===== config.mk =====
export PLATFORM = sky130hd
export DESIGN_NAME = ebi_csdec
export DESIGN_NICKNAME = d
export VERILOG_FILES = /design/src/rtl/ebi_cs_pkg.sv /design/src/rtl/ebi_cs_cfg.sv /design/src/rtl/ebi_cs_match.sv /design/src/rtl/ebi_cs_pick.sv /design/src/rtl/ebi_csdec.sv
export SDC_FILE = /design/constraint.sdc
export NUM_CORES = 1
export LEC_CHECK = 0
export BUFFER_PORTS_ARGS = -buffer_cell sky130_fd_sc_hd__buf_2
export CORE_MARGIN = 2
export CORE_UTILIZATION = 40
export CTS_CLUSTER_DIAMETER = 50
export DETAILED_ROUTE_END_ITERATION = 16
export PLACE_DENSITY_LB_ADDON = 0.3
export SYNTH_ARGS = -nofsm -noshare
export SYNTH_HDL_FRONTEND = slang
export SYNTH_SLANG_ARGS = --single-unit

===== constraint.sdc =====
create_clock -name clk -period 2.7 [get_ports clk]
set_clock_uncertainty 0.05 [all_clocks]
set_input_delay 0.54 -clock clk [delete_from_list [all_inputs] [get_ports clk]]
set_output_delay 0.54 -clock clk [all_outputs]
set_load 0.005 [all_outputs]

===== src/rtl/ebi_cs_pkg.sv =====
package ebi_cs_pkg;
  parameter int AW      = 24;   // bus address width
  parameter int NCS     = 4;    // number of selects
  parameter int BASE_LSB = 12;  // base granularity (4 KB)
  parameter int SZW     = 5;    // size code width
  parameter int MIN_LG  = 8;    // smallest window, log2 bytes
  parameter int PIN_LSB = 16;   // first address bit carried on a select pad

  localparam int BW   = AW - BASE_LSB;
  localparam int IDXW = $clog2(NCS);

  typedef struct packed {
    logic          en;
    logic [BW-1:0] base;
    logic [SZW-1:0] code;
  } cs_cfg_t;

  // log2 of the window size, clipped to the full address space
  function automatic int unsigned win_lg(input logic [SZW-1:0] code);
    int unsigned lg;
    lg = MIN_LG + int'(code);
    if (lg > AW) lg = AW;
    return lg;
  endfunction

  // ones on the address bits that are compared against the base
  function automatic logic [AW-1:0] win_mask(input int unsigned lg);
    logic [AW-1:0] m;
    m = {AW{1'b1}};
    m = m << lg;
    return m;
  endfunction

  function automatic logic [AW-1:0] base_addr(input logic [BW-1:0] base);
    return {base, {BASE_LSB{1'b0}}};
  endfunction

  // base bits below the window size must be zero for windows above 4 KB
  function automatic logic base_misaligned(input logic [BW-1:0] base,
                                           input logic [SZW-1:0] code);
    int unsigned lg;
    lg = win_lg(code);
    if (lg <= BASE_LSB) return 1'b0;
    return |(base_addr(base) & ~win_mask(lg));
  endfunction

  function automatic logic win_hit(input logic [AW-1:0] addr,
                                   input logic [BW-1:0] base,
                                   input logic [SZW-1:0] code);
    return ((addr ^ base_addr(base)) & win_mask(win_lg(code))) == '0;
  endfunction
endpackage


===== src/rtl/ebi_cs_cfg.sv =====
module ebi_cs_cfg
  import ebi_cs_pkg::*;
(
  input  logic                clk,
  input  logic                rst_n,
  input  logic                we,
  input  logic [IDXW-1:0]     idx,
  input  cs_cfg_t             wdata,
  output cs_cfg_t [NCS-1:0]   cfg
);
  for (genvar g = 0; g < NCS; g++) begin : g_slot
    always_ff @(posedge clk or negedge rst_n) begin
      if (!rst_n)
        cfg[g] <= '0;
      else if (we && (idx == IDXW'(g)))
        cfg[g] <= wdata;
    end
  end
endmodule


===== src/rtl/ebi_cs_match.sv =====
module ebi_cs_match
  import ebi_cs_pkg::*;
(
  input  cs_cfg_t        cfg,
  input  logic [AW-1:0]  addr,
  output logic           hit,
  output logic           err
);
  always_comb begin
    err = cfg.en & base_misaligned(cfg.base, cfg.code);
    hit = cfg.en & ~err & win_hit(addr, cfg.base, cfg.code);
  end
endmodule


===== src/rtl/ebi_cs_pick.sv =====
module ebi_cs_pick
  import ebi_cs_pkg::*;
(
  input  logic [NCS-1:0] hit,
  input  logic           block,
  output logic [NCS-1:0] grant
);
  // lowest index wins; internal region blocks everything
  always_comb begin
    logic taken;
    taken = block;
    grant = '0;
    for (int i = 0; i < NCS; i++) begin
      if (hit[i] && !taken) begin
        grant[i] = 1'b1;
        taken    = 1'b1;
      end
    end
  end
endmodule


===== src/rtl/ebi_csdec.sv =====
module ebi_csdec
  import ebi_cs_pkg::*;
(
  input  logic              clk,
  input  logic              rst_n,
  input  logic              bus_en,
  input  logic              cfg_we,
  input  logic [IDXW-1:0]   cfg_idx,
  input  logic              cfg_en,
  input  logic [BW-1:0]     cfg_base,
  input  logic [SZW-1:0]    cfg_code,
  input  logic [AW-1:0]     int_top,
  input  logic [AW-1:0]     addr_in,
  output logic [AW-1:0]     addr_out,
  output logic [NCS-1:0]    cs_pad_n,
  output logic [NCS-1:0]    cfg_err,
  output logic              data_ovr_val,
  output logic              data_ovr_dir,
  output logic              ac_ovr_val,
  output logic              ac_ovr_dir
);
  cs_cfg_t [NCS-1:0] cfg;
  cs_cfg_t           wdata;
  logic [NCS-1:0]    hit;
  logic [NCS-1:0]    grant;
  logic [NCS-1:0]    en_vec;
  logic [NCS-1:0]    pin_is_addr;
  logic [NCS-1:0]    pad_d;
  logic              int_hit;
  logic              wide_mode;

  assign wdata = '{en: cfg_en, base: cfg_base, code: cfg_code};

  ebi_cs_cfg u_cfg (
    .clk   (clk),
    .rst_n (rst_n),
    .we    (cfg_we),
    .idx   (cfg_idx),
    .wdata (wdata),
    .cfg   (cfg)
  );

  for (genvar g = 0; g < NCS; g++) begin : g_match
    ebi_cs_match u_match (
      .cfg  (cfg[g]),
      .addr (addr_in),
      .hit  (hit[g]),
      .err  (cfg_err[g])
    );
    assign en_vec[g] = cfg[g].en;
  end

  assign int_hit = addr_in < int_top;

  ebi_cs_pick u_pick (
    .hit   (hit),
    .block (int_hit),
    .grant (grant)
  );

  // only the last select enabled: every pad becomes an address line
  assign wide_mode   = (en_vec == NCS'(1 << (NCS - 1)));
  assign pin_is_addr = wide_mode ? '1 : ~en_vec;

  always_comb begin
    for (int i = 0; i < NCS; i++) begin
      if (!bus_en)             pad_d[i] = 1'b1;
      else if (pin_is_addr[i]) pad_d[i] = addr_in[PIN_LSB + i];
      else                     pad_d[i] = ~grant[i];
    end
  end

  always_ff @(posedge clk or negedge rst_n) begin
    if (!rst_n) begin
      addr_out <= '0;
      cs_pad_n <= '1;
    end else begin
      addr_out <= addr_in;
      cs_pad_n <= pad_d;
    end
  end

  assign data_ovr_val = bus_en;
  assign data_ovr_dir = bus_en;
  assign ac_ovr_val   = bus_en;
  assign ac_ovr_dir   = 1'b0;
endmodule


==> summary.txt, run 1 <==
Power and ir drop
  • Lkg Pwr: 0.004090 uW
  • VDD IR max: 380.5 uV
  • Pwr dens: 642.7 mW/mm^2

Logic synthesis
  • Post-synth EDFFs: 0
  • Mapped Avg Cell Area: 9.452 um^2
  • Syn Inst Count: 720
  • Yosys reg bits: 100
  • Mapped Area: 0.006805 mm^2
  • Synth top area cells: dfrtp_1 35%, mux2_2 11%, ha_1 7.7%
  • Post-synth ARST share: 100.0%
  • Main synth FF type: dfrtp_1
  • Top cell type's share of synthesized area: 35.30%
  • Synth warnings: 0
  • Syn nets: 834
  • Yosys cell types: 72
  • Synth area leader: dfrtp_1
  • Post-synthesis sequential area ratio: 36.85%
  • Count leader, synth: dfrtp_1
  • Commonest cells in the netlist: 96 x dfrtp_1, 65 x mux2_2, 54 x inv_1

Clock network
  • Clk root buf: clkbuf_16
  • Hold-fix buffers, CTS: 0
  • Worst-Skew Late Latency: 0.36 ns
  • CTS tree: built
  • CTS sink count: 100
  • Max Buffers Root-to-Sink: 2
  • CTS buffer count: 9
  • # H-tree levels: 3
  • Clk slew on worst S/H paths: 0.06 ns

Setup path
  • CP Class: register to primary output
  • R2R cell count: 11
  • Crit start category: register
  • Reg-to-Reg End: cs_pad_n[3]
  • CP arrival: 2.47 ns
  • CP Launch Point: u_cfg.cfg[39]
  • CP endpoint kind: primary output
  • WP buf/inv: 2
  • Slowest library cell on the worst path: dfrtp_1
  • Crit-path max cell delay: 0.41 ns
  • Setup crit end: cfg_err[2]
  • FF-to-FF setup slack: -0.02 ns
  • CP delay by family, top: compound AO/OA/AOI/OAI gates
  • Instance count on the critical path: 10
  • CP Cell Sequence: inv_2, ha_4, and4bb_1, and2_4, o31a_1, o21ai_1, nand2_1, o31a_1, and2_1, buf_2
  • Required time of the worst setup path: 2.11 ns
  • Crit Path Max Fanout: 4
  • Most used cell along the critical path: o31a_1
  • R2r startpoint: u_cfg.cfg[58]

STA
  • RSZ-0062 raised after global routing: true
  • Final Slew Violations: 0
  • Worst slew margin: 61.11%
  • Final Hold Fails: 0
  • Final setup fails: 5
  • Final setup margin: -0.3594 ns
  • Max Fclk: 326.9 MHz
  • Pin slew with the least headroom to its limit: 0.5808 ns
  • Final worst-path cycle share: 113.3%
  • Final min period: 3.059 ns

Drt
  • Remaining DRCs: 0
  • Via/cell ratio: 5.738
  • Antenna Nets Post-Route: 0
  • Post-DR wirelength/cell: 21.39 um
  • Vias: 6604
  • DRT Wirelength: 24620 um
  • Initial drt markers: 707
  • Drt pass-1 iters: 7

Layout
  • Share of cells above drive strength 1: 42.96%
  • Nets: 1040
  • N_diodes: 0
  • Finished Core Util: 55.37%
  • Area of the multi-input gates: 0.004363 mm^2
  • Synthesis-to-layout area growth: 34.93%
  • Cell area after layout: 0.009183 mm^2
  • Register area: 0.002510 mm^2
  • # fillers: 1484

Global route
  • Pin count of the biggest net entering global routing: 45
  • Initial antenna violation count: 0
  • Gr ovfl total: 0
  • Vias in the first global route: 6528
  • GRT Total Usage: 27.60%
  • First-pass GRT wire length: 37320 um

Placement
  • I/O Buffers: 106
  • Dpl hpwl: 18350 um
  • Area post-placement: 0.008259 mm^2
  • Placer Congestion: 0.9745

Die
  • Core area: 0.01658 mm^2
  • Die W: 134.4 um
  • Die ar.: 0.01807 mm^2
  • IO Count: 108
  • Std-Cell Rows: 47
  • Die Height: 134.4 um
  • Initial core utilization: 41.04%

Hold path
  • Worst Hold Class: primary input to asynchronous set/reset pin

Run status
  • Violated checks: setup timing
  • Status: complete, but fails checks

Flow run
  • Max cap viols: 0
==> power by group <==
part | total (uW) | internal [uW] | switching (uW)
combinational | 2650 | 1300 | 1350
sequential | 2020 | 1730 | 295
clock | 1230 | 651 | 581
total | 5900 | 3680 | 2230
==> what timing repair did <==
action / 4_1_cts / 5_1_grt
endpoints found under the hold margin: 0 / 0
gates resized for setup: 57 / 63
endpoints found under the setup margin: 7 / 8
pin swaps: 32 / 33
buffers inserted: 18 / 8
==> area by class of cell <==
class	count	area share, %
multi-input cells	527	47.51
flip-flops and latches	100	27.33
repair buffers	233	16.98
well taps	220	2.998
clock buffers	14	2.766
inverters	55	2.276
clock inverters	2	0.1363
==> cells by family (layout without fill, tap and decap cells) <==
kind of cell / count (synthesis) / in the layout / share of synthesized area [%]
AO/OA/AOI/OAI: 202 / 202 / 19.40
XOR/XNOR: 47 / 47 / 6.049
adder cells (fa/ha/maj): 46 / 46 / 8.310
buffers and inverters: 93 / 304 / 5.608
flip-flops: 100 / 100 / 36.84
multiplexers: 65 / 65 / 10.76
other: 1 / 1 / 0.05510
AND/OR/NAND/NOR: 166 / 166 / 12.98
==> worst min path at each step <==
stage | start | to
3_5_place_dp | u_cfg.cfg[36] | u_cfg.cfg[36]
4_1_cts | rst_n | u_cfg.cfg[43]
3_3_place_gp | u_cfg.cfg[36] | u_cfg.cfg[36]
6_report | rst_n | u_cfg.cfg[43]
5_1_grt | rst_n | u_cfg.cfg[6]
2_1_floorplan | rst_n | addr_out[0]
==> cell usage in the layout (no fill, tap or decap), types with 5 or more instances in the layout <==
master,n
ha_4,6
a211oi_1,5
a31oi_1,9
buf_4,115
xor2_1,17
clkbuf_16,9
buf_6,12
o21ai_1,22
ha_2,5
buf_2,104
xnor2_1,30
o2111ai_1,5
ha_1,31
a21oi_2,5
nand2b_1,6
dfrtp_1,94
nand3_1,9
o31ai_1,6
mux2_2,65
a21o_1,7
inv_1,46
nand3b_1,6
nor3_1,10
a21oi_1,40
nor2_1,44
o21ai_0,32
nand2_1,30
nand4_1,7
o211ai_1,5
inv_2,8
==> metal layers <==
| layer | up-vias | global-route usage, % | share of wire [%] |
|---|---|---|---|
| met5 | - | 0 | 0 |
| met4 | 0 | 14.97 | 5.7 |
| met3 | 71 | 4.611 | 8.7 |
| met2 | 337 | 41.47 | 42 |
| met1 | 3173 | 37.94 | 43 |
| li1 | 3023 | - | - |
==> sequential cells by signal, indices dropped and copies added, names as in the netlist <==
name / count
u_cfg.cfg: 72
addr_out: 24
cs_pad_n: 4
==> stage by stage <==
step                setup slack [ns]  hold slack [ns]     TNS, ns  total power [uW]  std cells
floorplan                 -0.0005087           0.1944  -0.0005087              3261        720
global placement            -0.08996           0.4677     -0.1448              4177       1112
detailed placement          -0.06953           0.4773     -0.2751              4189       1112
CTS                          -0.4022           0.1213      -1.067              5642       1146
global route                 -0.4370           0.1499      -2.146              6229       1151
finish                       -0.3594           0.1049      -1.154              5902       1151
No activity file was read; power rests on OpenSTA's default activity.
==> run 2, diff against run 1 <==
Settings changed: CTS_BUF_LIST from default to sky130_fd_sc_hd__clkbuf_4.
==> run 2 against run 1 <==
Net effect:
- the flow still finishes with violations (setup timing)
- first-iteration DRC count fell by 8.2%
- wire length rose by 0.38%
- clock-buffer cell count fell by 1
- critical path depth did not move
- total power fell by 8.2%
- critical endpoint unchanged
==> summary.txt, run 2 (synthesis gave the netlist of run 1 again) <==
STA
  • RSZ-0062 raised after global routing: true
  • Final min period: 3.201 ns
  • Final worst-path cycle share: 118.6%
  • Worst slew margin: 56.34%
  • Final setup margin: -0.5013 ns
  • Max Fclk: 312.4 MHz
  • Post-Route Setup TNS: -1.841 ns
  • Pin slew with the least headroom to its limit: 0.6521 ns
  • Final Slew Violations: 0
  • Final setup fails: 6
  • Final Hold Fails: 0

Setup path
  • WP buf/inv: 2
  • CP arrival: 2.61 ns
  • CP delay by family, top: simple AND/OR/NAND/NOR gates
  • CP Cell Sequence: inv_2, ha_4, and4bb_1, and2_4, o31a_1, o21ai_1, nand2_1, o31a_1, and2_4, buf_6
  • R2r startpoint: u_cfg.cfg[40]
  • Reg-to-Reg End: cs_pad_n[3]
  • Crit-path max cell delay: 0.43 ns
  • Crit start category: register
  • Crit Path Max Fanout: 4
  • CP Class: register to primary output
  • FF-to-FF setup slack: -0.10 ns
  • Instance count on the critical path: 10
  • CP Launch Point: u_cfg.cfg[39]
  • Required time of the worst setup path: 2.11 ns
  • R2R cell count: 11
  • CP endpoint kind: primary output
  • Slowest library cell on the worst path: dfrtp_1
  • Setup crit end: cfg_err[2]

Drt
  • Post-DR wirelength/cell: 21.36 um
  • Initial drt markers: 649
  • Vias: 6722
  • Drt pass-1 iters: 8
  • DRT Wirelength: 24710 um
  • Antenna Nets Post-Route: 0
  • Via/cell ratio: 5.810
  • Remaining DRCs: 0

Global route
  • Initial antenna violation count: 1
  • GRT Total Usage: 27.62%
  • Vias in the first global route: 6540
  • Pin count of the biggest net entering global routing: 45
  • First-pass GRT wire length: 37430 um
  • Gr ovfl total: 0

Clock network
  • Clk slew on worst S/H paths: 0.16 ns
  • Worst-Skew Late Latency: 0.50 ns
  • CTS sink count: 100
  • # H-tree levels: 3
  • Clk root buf: clkbuf_4
  • CTS buffer count: 9
  • Max Buffers Root-to-Sink: 2
  • CTS tree: built

Layout
  • Area of the multi-input gates: 0.004353 mm^2
  • Commonest cells after routing, fill and taps aside: 117 x buf_4, 103 x buf_2, 95 x dfrtp_1
  • Most common cell after layout, fill and taps aside: buf_4
  • Share of cells above drive strength 1: 44.23%
  • Nets: 1045
  • Cell area after layout: 0.009072 mm^2
  • Top reg by flops: u_cfg.cfg
  • Max reg flops: 72
  • Register area: 0.002509 mm^2
  • Largest regs: u_cfg.cfg x72, addr_out x24, cs_pad_n x4
  • Synthesis-to-layout area growth: 33.31%
  • # fillers: 1514

Die
  • Initial core utilization: 41.04%
  • Die W: 134.4 um
  • Std-Cell Rows: 47
  • IO Count: 108
  • Die ar.: 0.01807 mm^2
  • Die Height: 134.4 um
  • Core area: 0.01658 mm^2

Power and ir drop
  • Pwr dens: 597.1 mW/mm^2
  • Lkg Pwr: 0.004054 uW
  • VDD IR max: 286.7 uV

Placement
  • Dpl hpwl: 18350 um
  • Placer Congestion: 0.9745
  • I/O Buffers: 106
  • Area post-placement: 0.008259 mm^2

Hold path
  • Worst Hold Class: primary input to register
  • WHS Path Cells: 1

Run status
  • Violated checks: setup timing
  • Status: complete, but fails checks

Flow run
  • Max cap viols: 0
==> run 2: what timing repair did <==
item | in CTS | in global routing
gates cloned | 0 | 0
hold buffers | 1 | 0
setup endpoints to repair | 7 | 8
gates resized for setup | 68 | 58
pin swaps | 40 | 36
endpoints found under the hold margin | 38 | 0
buffers inserted | 27 | 10
==> run 2: how the worst min path moves through the flow <==
stage / startpoint / end / slack, ns
floorplan: rst_n / addr_out[0] / 0.19
global placement: u_cfg.cfg[36] / u_cfg.cfg[36] / 0.47
detailed placement: u_cfg.cfg[36] / u_cfg.cfg[36] / 0.48
CTS: addr_in[3] / addr_out[3] / 0.16
global route: addr_in[3] / addr_out[3] / 0.15
finish: addr_in[3] / addr_out[3] / 0.17
==> run 2: report_power, final <==
group          leakage [uW]  switching [uW]  internal (uW)
Combinational       0.00281            1350           1310
Sequential          0.00118             291           1720
Clock             0.0000654             509            227
==> run 2: metrics by stage <==
| step | total power [uW] | std cells | setup slack (ns) | utilization (%) | hold WS [ns] |
|---|---|---|---|---|---|
| 2_1_floorplan | 3261 | 720 | -0.0005087 | - | 0.1944 |
| 3_3_place_gp | 4177 | 1112 | -0.08996 | 49.80 | 0.4677 |
| 3_5_place_dp | 4189 | 1112 | -0.06953 | 49.80 | 0.4773 |
| 4_1_cts | 5199 | 1149 | -0.5848 | 52.97 | 0.1624 |
| 5_1_grt | 5734 | 1157 | -0.6069 | 54.71 | 0.1508 |
| 6_report | 5417 | 1157 | -0.5013 | 54.71 | 0.1719 |
==> run 2: final cells by class <==
type | count | area share, %
clock inverter | 3 | 0.1793
sequential | 100 | 27.65
tap | 220 | 3.034
multi-input combinational | 527 | 47.98
antenna | 1 | 0.02758
inverter | 55 | 2.276
timing repair buffer | 238 | 17.78
clock buffer | 13 | 1.076
==> run 2: routing by layer <==
metal	up-vias	track usage (%)	share of wire [%]	routed length, um
li1	3029	-	-	-
met1	3265	38.03	44	10810
met2	350	42.43	43	10660
met3	78	3.477	7.8	1928
met4	0	14.74	5.3	1321
met5	-	0	0	0
==> run 3, diff against run 2 <==
Settings changed: CORE_UTILIZATION 40 to 50, RECOVER_POWER from default to 50, SETUP_SLACK_MARGIN from default to 0.05.
==> run 3 against run 2 <==
Net effect:
- the flow finishes with violations (capacitance limit, slew limit, setup timing)
- hold slack gained 0.026 ns
- sequential share of layout area grew 0.42 points
- first-iteration DRC count shrank 37%
- register-to-register slack lost 0.11 ns
- wire length grew 2.9%
- clock power grew 53%
- critical endpoint is now cfg_err[3]
- largest cell class unchanged
==> summary.txt, run 3 (synthesis gave the netlist of run 1 again) <==
Layout
  • Top reg by flops: u_cfg.cfg
  • Largest regs: u_cfg.cfg x72, addr_out x24, cs_pad_n x4
  • Synthesis-to-layout area growth: 31.61%
  • N_diodes: 0
  • Most common cell after layout, fill and taps aside: buf_2
  • Share of cells above drive strength 1: 40.41%
  • Max reg flops: 72
  • Nets: 1032
  • Finished Core Util: 67.63%
  • Commonest cells after routing, fill and taps aside: 93 x buf_2, 91 x dfrtp_1, 88 x buf_4
  • Cell area after layout: 0.008956 mm^2

STA
  • Worst slew margin: -26.48%
  • RSZ-0062 raised after global routing: true
  • Final setup fails: 6
  • Final worst-path cycle share: 121.1%
  • Final setup margin: -0.5685 ns
  • Final Slew Violations: 34
  • Max Fclk: 305.9 MHz
  • Pin slew with the least headroom to its limit: 1.897 ns
  • Post-Route Setup TNS: -2.115 ns
  • Final min period: 3.269 ns
  • Final Hold Fails: 0

Drt
  • Remaining DRCs: 0
  • Vias: 6697
  • Antenna Nets Post-Route: 0
  • Drt pass-1 iters: 5
  • DRT Wirelength: 25430 um
  • Initial drt markers: 409
  • Via/cell ratio: 6.094
  • Post-DR wirelength/cell: 23.14 um

Clock network
  • CTS buffer count: 9
  • Max Buffers Root-to-Sink: 2
  • Clk root buf: clkbuf_4
  • # H-tree levels: 3
  • CTS tree: built
  • Clk slew on worst S/H paths: 0.17 ns
  • Worst-Skew Late Latency: 0.50 ns
  • CTS sink count: 100

Setup path
  • Crit-path max cell delay: 0.47 ns
  • CP Cell Sequence: inv_2, ha_4, and4bb_2, nand2_1, o21ai_1, a221oi_2, o2111ai_2, o32ai_4, nor2_1, buf_2
  • Crit Path Max Fanout: 4
  • Slowest library cell on the worst path: dfrtp_2
  • WP buf/inv: 2
  • Instance count on the critical path: 10
  • CP delay by family, top: compound AO/OA/AOI/OAI gates
  • CP endpoint kind: primary output
  • CP Class: register to primary output
  • Required time of the worst setup path: 2.11 ns
  • Crit start category: register
  • R2R cell count: 12
  • CP arrival: 2.68 ns

Placement
  • Placer Congestion: 0.9395
  • Dpl hpwl: 18640 um
  • I/O Buffers: 106
  • Area post-placement: 0.008134 mm^2
  • Pre-CTS setup slack: -0.1505 ns

Global route
  • Pin count of the biggest net entering global routing: 45
  • First-pass GRT wire length: 37450 um
  • GRT Total Usage: 35.09%
  • Gr ovfl total: 0
  • Initial antenna violation count: 1
  • Vias in the first global route: 6589

Hold path
  • Worst Hold Class: primary input to register
  • WHS Path Cells: 1

Die
  • Die W: 120.7 um
  • IO Count: 108
  • Die Height: 120.7 um
  • Die ar.: 0.01456 mm^2
  • Initial core utilization: 51.39%
  • Core area: 0.01324 mm^2
  • Std-Cell Rows: 42

Power and ir drop
  • Pwr dens: 647.3 mW/mm^2
  • VDD IR max: 423.8 uV
  • Lkg Pwr: 0.003911 uW

Run status
  • Violated checks: capacitance limit, slew limit, setup timing
  • Status: complete, but fails checks

Flow run
  • Max cap viols: 1
## run 3: report_power, final
group,total (uW),internal [uW],switching (uW)
combinational,2650,1280,1370
clock,1130,570,557
sequential,2020,1730,292
## run 3: final cells by class
type | instances | area (um^2)
Clock buffer | 9 | 67.56
Clock inverter | 7 | 145.1
Fill cell | 1063 | 4287
Inverter | 55 | 206.4
Multi-Input combinational cell | 527 | 4414
Sequential cell | 100 | 2514
Tap cell | 176 | 220.2
Timing Repair Buffer | 225 | 1389
## run 3: through the flow
stage	instances	hold WS, ns	power [uW]
after floorplan	720	0.1944	3268
after global placement	1059	0.4602	4140
after detailed placement	1059	0.4657	4185
after CTS	1093	0.1437	5528
after global routing	1099	0.1855	6095
final	1099	0.1978	5797
## run 3: routing by layer
metal  wire length (um)  global-route usage (%)
met1              10210                   45.33
met2              11780                   56.74
met3               2355                   7.123
met4               1081                   15.99
met5                  0                       0
## run 3: final timing paths
check | from | to | slack, ns
max | u_cfg.cfg[58] | cfg_err[3] | -0.57
min | addr_in[20] | addr_out[20] | 0.20
max reg2reg | u_cfg.cfg[58] | cs_pad_n[3] | -0.21
min reg2reg | u_cfg.cfg[60] | u_cfg.cfg[60] | 0.53
max in group asynchronous | rst_n | cs_pad_n[3] | 0.31
min in group asynchronous | rst_n | addr_out[2] | 1.03
## run 3: timing repair
item                                    4_1_cts  5_1_grt
pin swaps                                    37       33
endpoints found under the setup margin        8        8
hold endpoints to repair                     31        0
gates resized for setup                      61       64
buffers inserted                             17        6
hold buffers                                  1        0
## run 3: worst register-to-register path, delay by kind of cell, from the launching register on
| family | cells | cell delay [ns] |
|---|---|---|
| DFF | 1 | 0.47 |
| buffers and inverters | 3 | 0.48 |
| adders and majority gates | 1 | 0.15 |
| and+or+nand+nor | 3 | 0.74 |
| AOI/OAI and AO/OA | 5 | 0.98 |
